$ cat src/rtl/ps_pkg.sv
package ps_pkg;
  localparam int ILM_W  = 3;
  localparam int RP_W   = 5;
  localparam int CCR_W  = 8;
  localparam int PSW_W  = ILM_W + RP_W + CCR_W;
  localparam int FLAG_N = CCR_W - 1;  // bit 7 unused
  localparam int CCR_C  = 0;
  localparam int CCR_V  = 1;
  localparam int CCR_Z  = 2;
  localparam int CCR_N  = 3;
  localparam int CCR_T  = 4;
  localparam int CCR_S  = 5;
  localparam int CCR_I  = 6;
  localparam int RP_LSB  = CCR_W;
  localparam int ILM_LSB = CCR_W + RP_W;
endpackage

$ cat src/rtl/psw_flag_bit.sv
module psw_flag_bit #(
  parameter logic RST_VAL = 1'b0
) (
  input  logic clk_i,
  input  logic rst_ni,
  input  logic word_we_i,
  input  logic word_d_i,
  input  logic upd_we_i,
  input  logic upd_d_i,
  input  logic force_set_i,
  output logic q_o
);
  // priority: forced set > strobe > word write
  always_ff @(posedge clk_i or negedge rst_ni) begin
    if (!rst_ni)          q_o <= RST_VAL;
    else if (force_set_i) q_o <= 1'b1;
    else if (upd_we_i)    q_o <= upd_d_i;
    else if (word_we_i)   q_o <= word_d_i;
  end
endmodule

$ cat src/rtl/psw_hi_reg.sv
module psw_hi_reg #(
  parameter int ILM_W = 3,
  parameter int RP_W  = 5
) (
  input  logic             clk_i,
  input  logic             rst_ni,
  input  logic             we_i,
  input  logic [ILM_W-1:0] ilm_d_i,
  input  logic [RP_W-1:0]  rp_d_i,
  output logic [ILM_W-1:0] ilm_q_o,
  output logic [RP_W-1:0]  rp_q_o
);
  always_ff @(posedge clk_i or negedge rst_ni) begin
    if (!rst_ni) begin
      ilm_q_o <= '0;
      rp_q_o  <= '0;
    end else if (we_i) begin
      ilm_q_o <= ilm_d_i;
      rp_q_o  <= rp_d_i;
    end
  end
endmodule

$ cat src/rtl/psw_pack.sv
module psw_pack
  import ps_pkg::*;
(
  input  logic [ILM_W-1:0]  ilm_i,
  input  logic [RP_W-1:0]   rp_i,
  input  logic [FLAG_N-1:0] flags_i,
  output logic [CCR_W-1:0]  ccr_o,
  output logic [PSW_W-1:0]  psw_o,
  output logic              use_ssp_o,
  output logic              irq_en_o
);
  always_comb begin
    ccr_o     = {1'b0, flags_i};
    psw_o     = {ilm_i, rp_i, ccr_o};
    use_ssp_o = flags_i[CCR_S];
    irq_en_o  = flags_i[CCR_I];
  end
endmodule

$ cat src/rtl/proc_status_unit.sv
module proc_status_unit
  import ps_pkg::*;
(
  input  logic              clk_i,
  input  logic              rst_ni,
  input  logic              wr_word_en_i,
  input  logic [PSW_W-1:0]  wr_word_i,
  input  logic [FLAG_N-1:0] flag_we_i,
  input  logic [FLAG_N-1:0] flag_d_i,
  input  logic              irq_ack_i,
  output logic [PSW_W-1:0]  psw_o,
  output logic [ILM_W-1:0]  ilm_o,
  output logic [RP_W-1:0]   rp_o,
  output logic [CCR_W-1:0]  ccr_o,
  output logic              use_ssp_o,
  output logic              irq_en_o
);
  logic [FLAG_N-1:0] flags_q;
  logic              unused_bit7;

  assign unused_bit7 = wr_word_i[CCR_W-1];

  psw_hi_reg #(.ILM_W(ILM_W), .RP_W(RP_W)) u_hi (
    .clk_i   (clk_i),
    .rst_ni  (rst_ni),
    .we_i    (wr_word_en_i),
    .ilm_d_i (wr_word_i[ILM_LSB +: ILM_W]),
    .rp_d_i  (wr_word_i[RP_LSB +: RP_W]),
    .ilm_q_o (ilm_o),
    .rp_q_o  (rp_o)
  );

  for (genvar k = 0; k < FLAG_N; k++) begin : g_flag
    localparam logic RV = (k == CCR_S) ? 1'b1 : 1'b0;
    logic force_set;
    if (k == CCR_S) begin : g_s
      assign force_set = irq_ack_i;
    end else begin : g_n
      assign force_set = 1'b0;
    end
    psw_flag_bit #(.RST_VAL(RV)) u_bit (
      .clk_i       (clk_i),
      .rst_ni      (rst_ni),
      .word_we_i   (wr_word_en_i),
      .word_d_i    (wr_word_i[k]),
      .upd_we_i    (flag_we_i[k]),
      .upd_d_i     (flag_d_i[k]),
      .force_set_i (force_set),
      .q_o         (flags_q[k])
    );
  end

  psw_pack u_pack (
    .ilm_i     (ilm_o),
    .rp_i      (rp_o),
    .flags_i   (flags_q),
    .ccr_o     (ccr_o),
    .psw_o     (psw_o),
    .use_ssp_o (use_ssp_o),
    .irq_en_o  (irq_en_o)
  );
endmodule

$ cat config.mk
export PLATFORM = sky130hd
export DESIGN_NAME = proc_status_unit
export DESIGN_NICKNAME = d
export VERILOG_FILES = /design/src/rtl/ps_pkg.sv /design/src/rtl/psw_flag_bit.sv /design/src/rtl/psw_hi_reg.sv /design/src/rtl/psw_pack.sv /design/src/rtl/proc_status_unit.sv
export SDC_FILE = /design/constraint.sdc
export NUM_CORES = 1
export LEC_CHECK = 0
export BUFFER_PORTS_ARGS = -buffer_cell sky130_fd_sc_hd__buf_2
export CAP_MARGIN = 5
export CORE_UTILIZATION = 41
export DETAILED_ROUTE_END_ITERATION = 7
export GPL_ROUTABILITY_DRIVEN = 1
export GPL_TIMING_DRIVEN = 0
export PLACE_DENSITY = 0.87
export SLEW_MARGIN = 20
export SYNTH_ARGS = -nofsm -noshare
export SYNTH_HDL_FRONTEND = slang
export SYNTH_SLANG_ARGS = --single-unit
$ cat constraint.sdc
create_clock -name clk_i -period 1.6 [get_ports clk_i]
set_input_delay 0.16 -clock clk_i [delete_from_list [all_inputs] [get_ports clk_i]]
set_output_delay 0.16 -clock clk_i [all_outputs]
set_load 0.005 [all_outputs]
==> metrics.txt, run 1 <==
number of antenna-violating nets in the routed design 0; TritonCTS Sinks 15; crit path capture type primary output; clock tree from TritonCTS done; per-cell routed wire length about 10 um; DRT iter0 DRCs 0; Worst Hold Launch flag_we_i[3]; sequential-to-total area share from yosys stat ~45%; area of the mapped netlist between 800 and 900 um^2; largest net degree at the start of global routing 16; number of buffers added on ports 63; area growth from synthesis to layout 46.6%; met2 Usage GRT 32.8%; #FFs+latches synth 15; final core occ between 60% and 70%; largest fanout of any net on the critical path 4; die footprint 2210 um^2; total congestion overflow 0; final critical-path share of the clock period 74.6%; Routed WL about 1700 um; buffer levels on the longest clock path 2; initial core utilization a little under half; global-route wire length before repair 2500 um; worst hold path stage count 2; worst reg2reg path startpoint g_flag[5].u_bit.q_o; DR DRC count 0; combined global-route utilization of all metal layers between 15 and 20%; M3 GR Usage 3.46%; number of vias after detailed routing 709; clock period minus final worst setup slack 1.19 ns; area of all placed cells without fillers 1220 um^2; multi-input combinational cell area 248 um^2; maximum achievable frequency 0.837 GHz; post-CTS sizing 0; vias in the first global route around 650; Synth cell types 14; largest voltage drop on the vdd net 0.716 mV; hpwl dp 1330 um; reg2reg end g_flag[5].u_bit.q_o; clock latency reported for the late side of the worst-skew pair 0.28 ns; Startpoint Class flip-flop; I/O Pins 68; Nets 176; number of CTS-inserted buffers 3; fillcell total between 150 and 200; cell area after placement between 1000 and 1500 um^2; final count of negative-setup-slack endpoints 0; final setup TNS 0 ns; setup repair after global routing missed its margin false; Max Transition Viols Final 0; worst setup path class flip-flop to primary output; data required time of the worst path 1.44 ns; result of the run completed; Global Route met1 Usage about 16%; placer congestion estimate 0.665; floorplan die height 47.1 um; floorplan core area 1820 um^2; via/cell ratio 4.27; total power per unit cell area 766 nW/um^2; synth warn 0; Max Cap Violations 0; slack of the worst reg-to-reg path between 0.7 and 0.8 ns; depth of the worst register-to-register path 2; classification of the worst-slack hold path input pin to flip-flop; Antenna diodes 0; syn_area_per_cell 11.6 um^2; Final Hold Viols 0; die outline width between 40 and 50 um; number of H-tree levels 1; Leakage 0.697 nW; Max Clock Skew 0 ns; share of layout cells above drive strength 1 72.3%; area of all sequential standard cells 377 um^2; number of antenna violations at the first check in global routing 0; synthesized instance count 72; detailed-router iteration count before antenna repair 1; arrival time reported for the critical path endpoint 1.03 ns; # rows 15; Min-Delay Endpoint g_flag[3].u_bit.q_o; Root Buffer clkbuf_4; layer with the highest usage after global routing met2; clock-pin slew on the worst setup and hold paths 0.09 ns
[area by class of cell]
type / count / share of cell area [%]
buffer: 26 / 17.3
clock buffer: 3 / 1.85
clock inverter: 1 / 0.410
multi-input combinational: 32 / 20.3
sequential: 15 / 30.9
tap: 25 / 2.56
timing repair buffer: 64 / 26.7
[report_power, final]
group / switching (W) / internal, W / leakage (nW)
Sequential: 0.0000279 / 0.000417 / 0.176
Clock: 0.000120 / 0.0000926 / 0.0177
Combinational: 0.0000918 / 0.000185 / 0.503
[what timing repair did]
item                      4_1_cts  5_1_grt
hold endpoints to repair       14        0
buffers inserted                0        0
hold buffers                    1        0
[layer usage]
layer / vias up / part of all wire [%]
met1: 323 / 36
met5: - / 0
met2: 34 / 57
li1: 350 / -
met4: 0 / 0.89
met3: 2 / 5.8
[state kept, by name, summed over array words and instances, names as in the netlist]
signal	cells
g_flag.u_bit.q_o	7
u_hi.rp_q_o	5
u_hi.ilm_q_o	3
[cell families (layout without fill, tap and decap cells)]
kind of cell / Yosys count / after routing / synth area share, %
muxes: 15 / 15 / 20.6
AOI/OAI and AO/OA: 7 / 7 / 4.21
DFF: 15 / 15 / 45.3
other: 1 / 2 / 0.451
and+or+nand+nor: 8 / 8 / 4.06
buffers and inverters: 26 / 94 / 25.4
[worst max-delay path by stage]
stage / startpoint / slack, ns / cells past startpoint / endpoint
4_1_cts: g_flag[5].u_bit.q_o / 0.39 / 2 / psw_o[5]
3_3_place_gp: g_flag[5].u_bit.q_o / 0.73 / 2 / ccr_o[5]
5_1_grt: g_flag[5].u_bit.q_o / 0.34 / 2 / psw_o[5]
6_report: g_flag[5].u_bit.q_o / 0.41 / 2 / psw_o[5]
3_5_place_dp: g_flag[5].u_bit.q_o / 0.71 / 2 / psw_o[5]
2_1_floorplan: wr_word_en_i / 0.78 / 3 / u_hi.rp_q_o[2]
[placed cells by master (no fill, tap or decap), drive strengths merged]
cell / n
clkinv: 1
mux2: 8
dfrtp: 14
nor3b: 1
buf: 89
clkbuf: 3
dfstp: 1
conb: 2
a21oi: 1
mux2i: 7
nor2: 1
dlygate4sd3: 1
o21ai: 6
nand2: 6
[Yosys cell counts, drive strengths merged]
cell	count	share of area, %
buf	26	25
dfrtp	14	42
mux2	8	12
mux2i	7	8.4
nand2	6	2.7
o21ai	6	3.6
a21oi	1	0.60
conb	1	0.45
dfstp	1	3.2
nor2	1	0.45
nor3b	1	0.90
[worst max-delay path, cell delays in order (launching register included)]
cell and delay [ns]:
dfstp_2 0.56, buf_4 0.10, buf_2 0.09
[metrics by stage]
step / setup WS [ns] / std cells / power (W) / hold slack, ns
2_1_floorplan: 0.784 / 73 / 0.000600 / -0.136
3_3_place_gp: 0.728 / 161 / 0.000721 / 0.0790
3_5_place_dp: 0.713 / 161 / 0.000730 / 0.0814
4_1_cts: 0.385 / 166 / 0.000954 / 0.0470
5_1_grt: 0.344 / 166 / 0.00100 / 0.0449
6_report: 0.406 / 166 / 0.000934 / 0.0583
(Power assumes the default switching activity.)
==> run 2: changes to the inputs <==
--- a/config.mk
+++ b/config.mk
@@ -7,11 +7,11 @@
 export LEC_CHECK = 0
 export BUFFER_PORTS_ARGS = -buffer_cell sky130_fd_sc_hd__buf_2
 export CAP_MARGIN = 5
-export CORE_UTILIZATION = 41
+export CORE_UTILIZATION = 34
 export DETAILED_ROUTE_END_ITERATION = 7
 export GPL_ROUTABILITY_DRIVEN = 1
 export GPL_TIMING_DRIVEN = 0
-export PLACE_DENSITY = 0.87
+export PLACE_DENSITY = 0.77
 export SLEW_MARGIN = 20
 export SYNTH_ARGS = -nofsm -noshare
 export SYNTH_HDL_FRONTEND = slang
==> constraint.sdc (replaced) <==
create_clock -name clk_i -period 1 [get_ports clk_i]
set_input_delay 0.1 -clock clk_i [delete_from_list [all_inputs] [get_ports clk_i]]
set_output_delay 0.1 -clock clk_i [all_outputs]
set_load 0.005 [all_outputs]
==> run 2 against run 1 <==
The flow now finishes with violations (negative setup slack). Flip-flop and latch count did not move. First-iteration DRC count rose by 3. Cell area rose by 15%. Via count rose by 2.7%. Combinational power rose by 100%. Global-route usage fell by 1.8 points. Critical endpoint is now ccr_o[5]. Highest routed layer unchanged.
==> metrics.txt, run 2 (synthesis gave the netlist of run 1 again) <==
Max Transition Viols Final 0 (unchanged); floorplan core area 2250 um^2 (+24%); violated checks negative setup slack; classification of the worst-slack hold path input pin to flip-flop; total congestion overflow 0 (unchanged); via/cell ratio 4.23 (-0.90%); DRT iter0 DRCs 3 (+3); number of antenna-violating nets in the routed design 0 (unchanged); number of instances in the placed design 164 (+1.9%); Worst Hold Launch flag_we_i[3]; clock period minus final worst setup slack 1.13 ns; per-cell routed wire length 11.2 um (+10%); result of the run complete, but fails checks; clock latency reported for the late side of the worst-skew pair 0.27 ns (about the same); biggest registers after layout g_flag.u_bit.q_o x7, u_hi.rp_q_o x5, u_hi.ilm_q_o x3; largest voltage drop on the vdd net 0.658 mV (-8.2%); number of vias after detailed routing 728 (+2.7%); die footprint 2650 um^2 (+20%); Min-Delay Endpoint g_flag[3].u_bit.q_o; reg2reg end u_hi.ilm_q_o[2]; # rows 17 (+2); final critical-path share of the clock period 113%; combined global-route utilization of all metal layers 15.0% (-1.8 points); Max Cap Violations 0 (unchanged); setup repair after global routing missed its margin true; largest fanout of any net on the critical path 4 (unchanged); die outline width 51.5 um (+9.4%); number of buffers added on ports 63 (unchanged); share of layout cells above drive strength 1 68.8% (-3.6 points); placer congestion estimate 0.571 (-14%); clock tree from TritonCTS done; I/O Pins 68 (unchanged); most common cell after layout, fill and taps aside buf_2; worst setup path class flip-flop to primary output; M3 GR Usage 2.68% (-0.78 points); top library cells by usage in the layout, fill and taps aside 48 x buf_2, 30 x buf_6, 14 x dfrtp_1, 8 x buf_4, 7 x mux2i_1; area growth from synthesis to layout 68.7%; maximum achievable frequency 0.884 GHz; Placement Setup Slack 0.168 ns (-0.545 ns); detailed-router iteration count before antenna repair 3 (+2); cell area after placement 1190 um^2 (+0.32%); buffer levels on the longest clock path 2 (unchanged); number of antenna violations at the first check in global routing 0 (unchanged); slack of the worst reg-to-reg path 0.11 ns (-0.67 ns); Final Hold Viols 0 (unchanged); Post-Route Hold Slack 0.00458 ns (-0.0537 ns); non-filler instance count after layout 172 (+3.6%); total power per unit cell area 1150 nW/um^2 (+50%); worst reg2reg path startpoint u_hi.ilm_q_o[2]; clock-pin slew on the worst setup and hold paths 0.08 ns (about the same); global-route wire length before repair 2820 um (+12%); crit path capture type primary output; fillcell total 207 (+34%); floorplan die height 51.5 um (+9.4%); Antenna diodes 0 (unchanged); DR DRC count 0 (unchanged); number of CTS-inserted buffers 3 (unchanged); Global Route met1 Usage 14.6% (-1.3 points); Max Clock Skew 0 ns (unchanged); hpwl dp 1270 um (-4.1%); number of H-tree levels 1 (unchanged); area of all placed cells without fillers 1400 um^2 (+15%); arrival time reported for the critical path endpoint 1.03 ns (about the same); largest net degree at the start of global routing 16 (unchanged); layer with the highest usage after global routing met2; Startpoint Class flip-flop; Nets 179 (+1.7%); Root Buffer clkbuf_4; Leakage 0.754 nW (+8.1%); worst hold path stage count 2 (unchanged); Routed WL 1920 um (+14%); min setup slack post-route -0.132 ns (-0.537 ns); number of flip-flops under the largest register name 7 (unchanged); vias in the first global route 693 (+6.5%); initial core utilization 36.9% (-8.8 points); data required time of the worst path 0.90 ns (-0.54 ns); register name with the most flops g_flag.u_bit.q_o; final count of negative-setup-slack endpoints 15 (+15); TritonCTS Sinks 15 (unchanged); met2 Usage GRT 29.9% (-2.9 points); depth of the worst register-to-register path 2 (unchanged)
[run 2: cell count changes in the layout (fill, tap and decap cells not counted), sizes merged]
| cell | delta |
|---|---|
| buf | -2 |
| clkbuf | +1 |
| clkinv | -1 |
| dlygate4sd3 | +5 |
[run 2: power by group]
group          switching (W)  internal [W]  total (W)
Sequential         0.0000534      0.000666   0.000720
Combinational       0.000169      0.000391   0.000559
Clock               0.000176      0.000154   0.000330
Total               0.000398       0.00121    0.00161
[run 2: per-stage QoR]
stage / TNS [ns] / util, % / power [W]
3_3_place_gp: 0 / 52.6 / 0.00116
5_1_grt: -1.33 / 62.3 / 0.00173
4_1_cts: -0.672 / 60.9 / 0.00161
6_report: -0.592 / 62.3 / 0.00161
2_1_floorplan: 0 / - / 0.000960
3_5_place_dp: 0 / 52.6 / 0.00117
[run 2: final cells by class]
type | count | area [um^2] | area share [%]
multi-input combinational | 32 | 248 | 17.6
sequential | 15 | 377 | 26.8
tap | 28 | 35.0 | 2.50
buffer | 18 | 204 | 14.5
timing repair buffer | 75 | 514 | 36.6
clock buffer | 4 | 26.3 | 1.87
[run 2: metal layers]
| metal | share of wire (%) | vias up |
|---|---|---|
| met5 | 0 | - |
| met4 | 0.88 | 0 |
| met3 | 5.3 | 2 |
| met2 | 58 | 40 |
| met1 | 36 | 331 |
| li1 | - | 355 |
[run 2: worst max-delay path, stage by stage, from the launching register on]
cell,delay (ns)
dfstp_2,0.58
buf_6,0.10
buf_6,0.08
[run 2: worst max-delay path by stage]
stage,start,endpoint,slack (ns),depth (start not counted)
after floorplan,g_flag[5].u_bit.q_o,g_flag[5].u_bit.q_o,0.22,2
after global placement,g_flag[5].u_bit.q_o,ccr_o[5],0.19,2
after detailed placement,g_flag[5].u_bit.q_o,g_flag[5].u_bit.q_o,0.17,2
after CTS,g_flag[5].u_bit.q_o,psw_o[5],-0.13,2
after global routing,g_flag[5].u_bit.q_o,ccr_o[5],-0.18,2
final,g_flag[5].u_bit.q_o,ccr_o[5],-0.13,2
[run 2: what timing repair did]
action / CTS / global route
endpoints found under the setup margin: 23 / 15
pin swaps: 0 / 0
hold buffers: 3 / 3
gates resized for setup: 29 / 0
setup buffers: 6 / 0
hold endpoints to repair: 16 / 3
==> run 3: changes to the inputs <==
--- a/config.mk
+++ b/config.mk
@@ -12,6 +12,7 @@
 export GPL_ROUTABILITY_DRIVEN = 1
 export GPL_TIMING_DRIVEN = 0
 export PLACE_DENSITY = 0.77
+export SETUP_SLACK_MARGIN = 0.1
 export SLEW_MARGIN = 20
 export SYNTH_ARGS = -nofsm -noshare
 export SYNTH_HDL_FRONTEND = slang
==> run 3 against run 2 <==
Clock-buffer cell count stayed put. Die area stayed put. Largest cell class unchanged. Largest power group unchanged. Global-route usage is 2.3 points higher. Core utilization is 6.7 points higher. The flow still finishes with violations (negative setup slack).
==> metrics.txt, run 3 (synthesis gave the netlist of run 1 again) <==
WP buf/inv 2 (unchanged); number of buffers added on ports 63 (unchanged); I/O Pins 68 (unchanged); placer congestion estimate 0.571 (unchanged); TritonCTS Sinks 15 (unchanged); clock tree from TritonCTS done; floorplan core area 2250 um^2 (unchanged); largest voltage drop on the vdd net 0.723 mV (+9.9%); per-cell routed wire length 11.7 um (+4.7%); fillcell total 176 (-15%); classification of the worst-slack hold path input pin to flip-flop; number of antenna violations at the first check in global routing 0 (unchanged); DR DRC count 0 (unchanged); share of layout cells above drive strength 1 71.2% (+2.5 points); clock-pin slew on the worst setup and hold paths 0.09 ns (about the same); final core occ 68.9% (+6.7 points); clock period minus final worst setup slack 1.12 ns (-0.00908 ns); die footprint 2650 um^2 (unchanged); area growth from synthesis to layout 86.8%; Sw Share 24.8% (+0.067 points); Startpoint Class flip-flop; die outline width 51.5 um (unchanged); vias in the first global route 757 (+9.2%); Combinational Power Share 39.2% (+4.4 points); final count of negative-setup-slack endpoints 22 (+7); register name with the most flops g_flag.u_bit.q_o; violated checks negative setup slack; biggest registers after layout g_flag.u_bit.q_o x7, u_hi.rp_q_o x5, u_hi.ilm_q_o x3; floorplan die height 51.5 um (unchanged); crit path capture type primary output; non-filler instance count after layout 181 (+5.2%); Crit path largest cell delay 0.58 ns (about the same); number of vias after detailed routing 777 (+6.7%); Max Clock Skew 0 ns (unchanged); maximum achievable frequency 0.891 GHz (+0.81%); combined global-route utilization of all metal layers 17.3% (+2.3 points); via/cell ratio 4.29 (+1.4%); Power Total 0.00175 W (+8.6%); Internal 0.00131 W (+8.5%); arrival time reported for the critical path endpoint 1.02 ns (about the same); data required time of the worst path 0.90 ns (about the same); buffer levels on the longest clock path 2 (unchanged); largest net degree at the start of global routing 16 (unchanged); worst reg2reg path startpoint u_hi.ilm_q_o[2]; largest fanout of any net on the critical path 4 (unchanged); number of H-tree levels 1 (unchanged); min setup slack post-route -0.123 ns (+0.00908 ns); portion of total power attributed to sequential cells 41.7% (-3.0 points); CP cell instances buf_6 > buf_6; clock share of power 19.1% (-1.4 points); area of all sequential standard cells 377 um^2 (unchanged); # rows 17 (unchanged); Max Cap Violations 0 (unchanged); final setup TNS -0.666 ns (-0.0742 ns); setup repair after global routing missed its margin true; total congestion overflow 0 (unchanged); number of CTS-inserted buffers 3 (unchanged); top library cells by usage in the layout, fill and taps aside 47 x buf_6, 41 x buf_2, 14 x dfrtp_1, 8 x buf_4, 7 x mux2i_1; Final Hold Viols 0 (unchanged); multi-input combinational cell area 251 um^2 (+1.5%); global-route wire length before repair 3230 um (+15%); Leakage 0.829 nW (+10%); Routed WL 2120 um (+10%); Root Buffer clkbuf_4; launch point of the critical path g_flag[5].u_bit.q_o; result of the run complete, but fails checks; total power per unit cell area 1120 nW/um^2 (-1.9%); final critical-path share of the clock period 112% (-0.91 points); NetSw 0.000433 W (+8.9%); clock latency reported for the late side of the worst-skew pair 0.27 ns (about the same); number of instances in the placed design 164 (unchanged); number of flip-flops under the largest register name 7 (unchanged); worst-path cell with the longest stage delay dfstp_2; Worst Hold Launch flag_we_i[3]; Antenna diodes 0 (unchanged); Max Transition Viols Final 0 (unchanged); worst setup path class flip-flop to primary output; DRT iter0 DRCs 2 (-1); Nets 188 (+5.0%); detailed-router iteration count before antenna repair 2 (-1); number of antenna-violating nets in the routed design 0 (unchanged); most common cell after layout, fill and taps aside buf_6; crit-path most repeated cell buf_6; CP delay by family, top flip-flops; hpwl dp 1270 um (unchanged); initial core utilization 36.9% (unchanged)
## run 3: final cells by class
| cell class | instances | area share (%) |
|---|---|---|
| Timing Repair Buffer | 76 | 36.7 |
| Sequential cell | 15 | 24.2 |
| Buffer | 26 | 18.9 |
| Multi-Input combinational cell | 32 | 16.2 |
| Tap cell | 28 | 2.25 |
| Clock buffer | 4 | 1.69 |
## run 3: what timing repair did
action	in CTS	in global routing
setup buffers	6	2
setup endpoints to repair	32	39
gates cloned	0	0
hold buffers	3	2
hold endpoints to repair	16	2
gates resized for setup	45	2
## run 3: power groups by stage
| stage | logic, W | clock network [W] | registers [W] |
|---|---|---|---|
| finish | 0.000685 | 0.000334 | 0.000729 |
| floorplan | 0.000239 | 0 | 0.000721 |
| global placement | 0.000437 | 0 | 0.000720 |
| detailed placement | 0.000442 | 0 | 0.000725 |
| global route | 0.000736 | 0.000394 | 0.000739 |
| CTS | 0.000653 | 0.000348 | 0.000726 |
## run 3: path summary, 6_finish.rpt
path | endpoint | slack (ns) | cells past startpoint
max | psw_o[5] | -0.12 | 2
min | g_flag[3].u_bit.q_o | 0.02 | 2
max reg2reg | u_hi.ilm_q_o[2] | 0.07 | 2
min reg2reg | u_hi.ilm_q_o[0] | 0.57 | 1
max in group asynchronous | g_flag[5].u_bit.q_o | 0.46 | 2
min in group asynchronous | g_flag[3].u_bit.q_o | 0.25 | 2
## run 3: per-stage QoR
stage | area, um^2 | setup slack, ns | hold WS [ns]
finish | 1550 | -0.123 | 0.0166
global route | 1550 | -0.170 | 0.00175
CTS | 1510 | -0.133 | 0.00251
detailed placement | 1190 | 0.168 | 0.0216
global placement | 1190 | 0.185 | 0.0175
floorplan | 836 | 0.222 | -0.196
## run 3: worst register-to-register path, delay by kind of cell, from the launching register on
family / cells / cell delay [ns]
buf+inv: 1 / 0.13
flops: 1 / 0.43
mux: 1 / 0.26
## run 3: metal layers
| layer | part of all wire, % | routed length [um] | GRT usage [%] | vias up |
|---|---|---|---|---|
| met3 | 5.9 | 124 | 2.98 | 2 |
| met4 | 0.85 | 18 | 6.76 | 0 |
| met5 | 0 | 0 | 0 | - |
| met2 | 59 | 1240 | 35.3 | 40 |
| li1 | - | - | - | 376 |
| met1 | 35 | 734 | 16.5 | 359 |
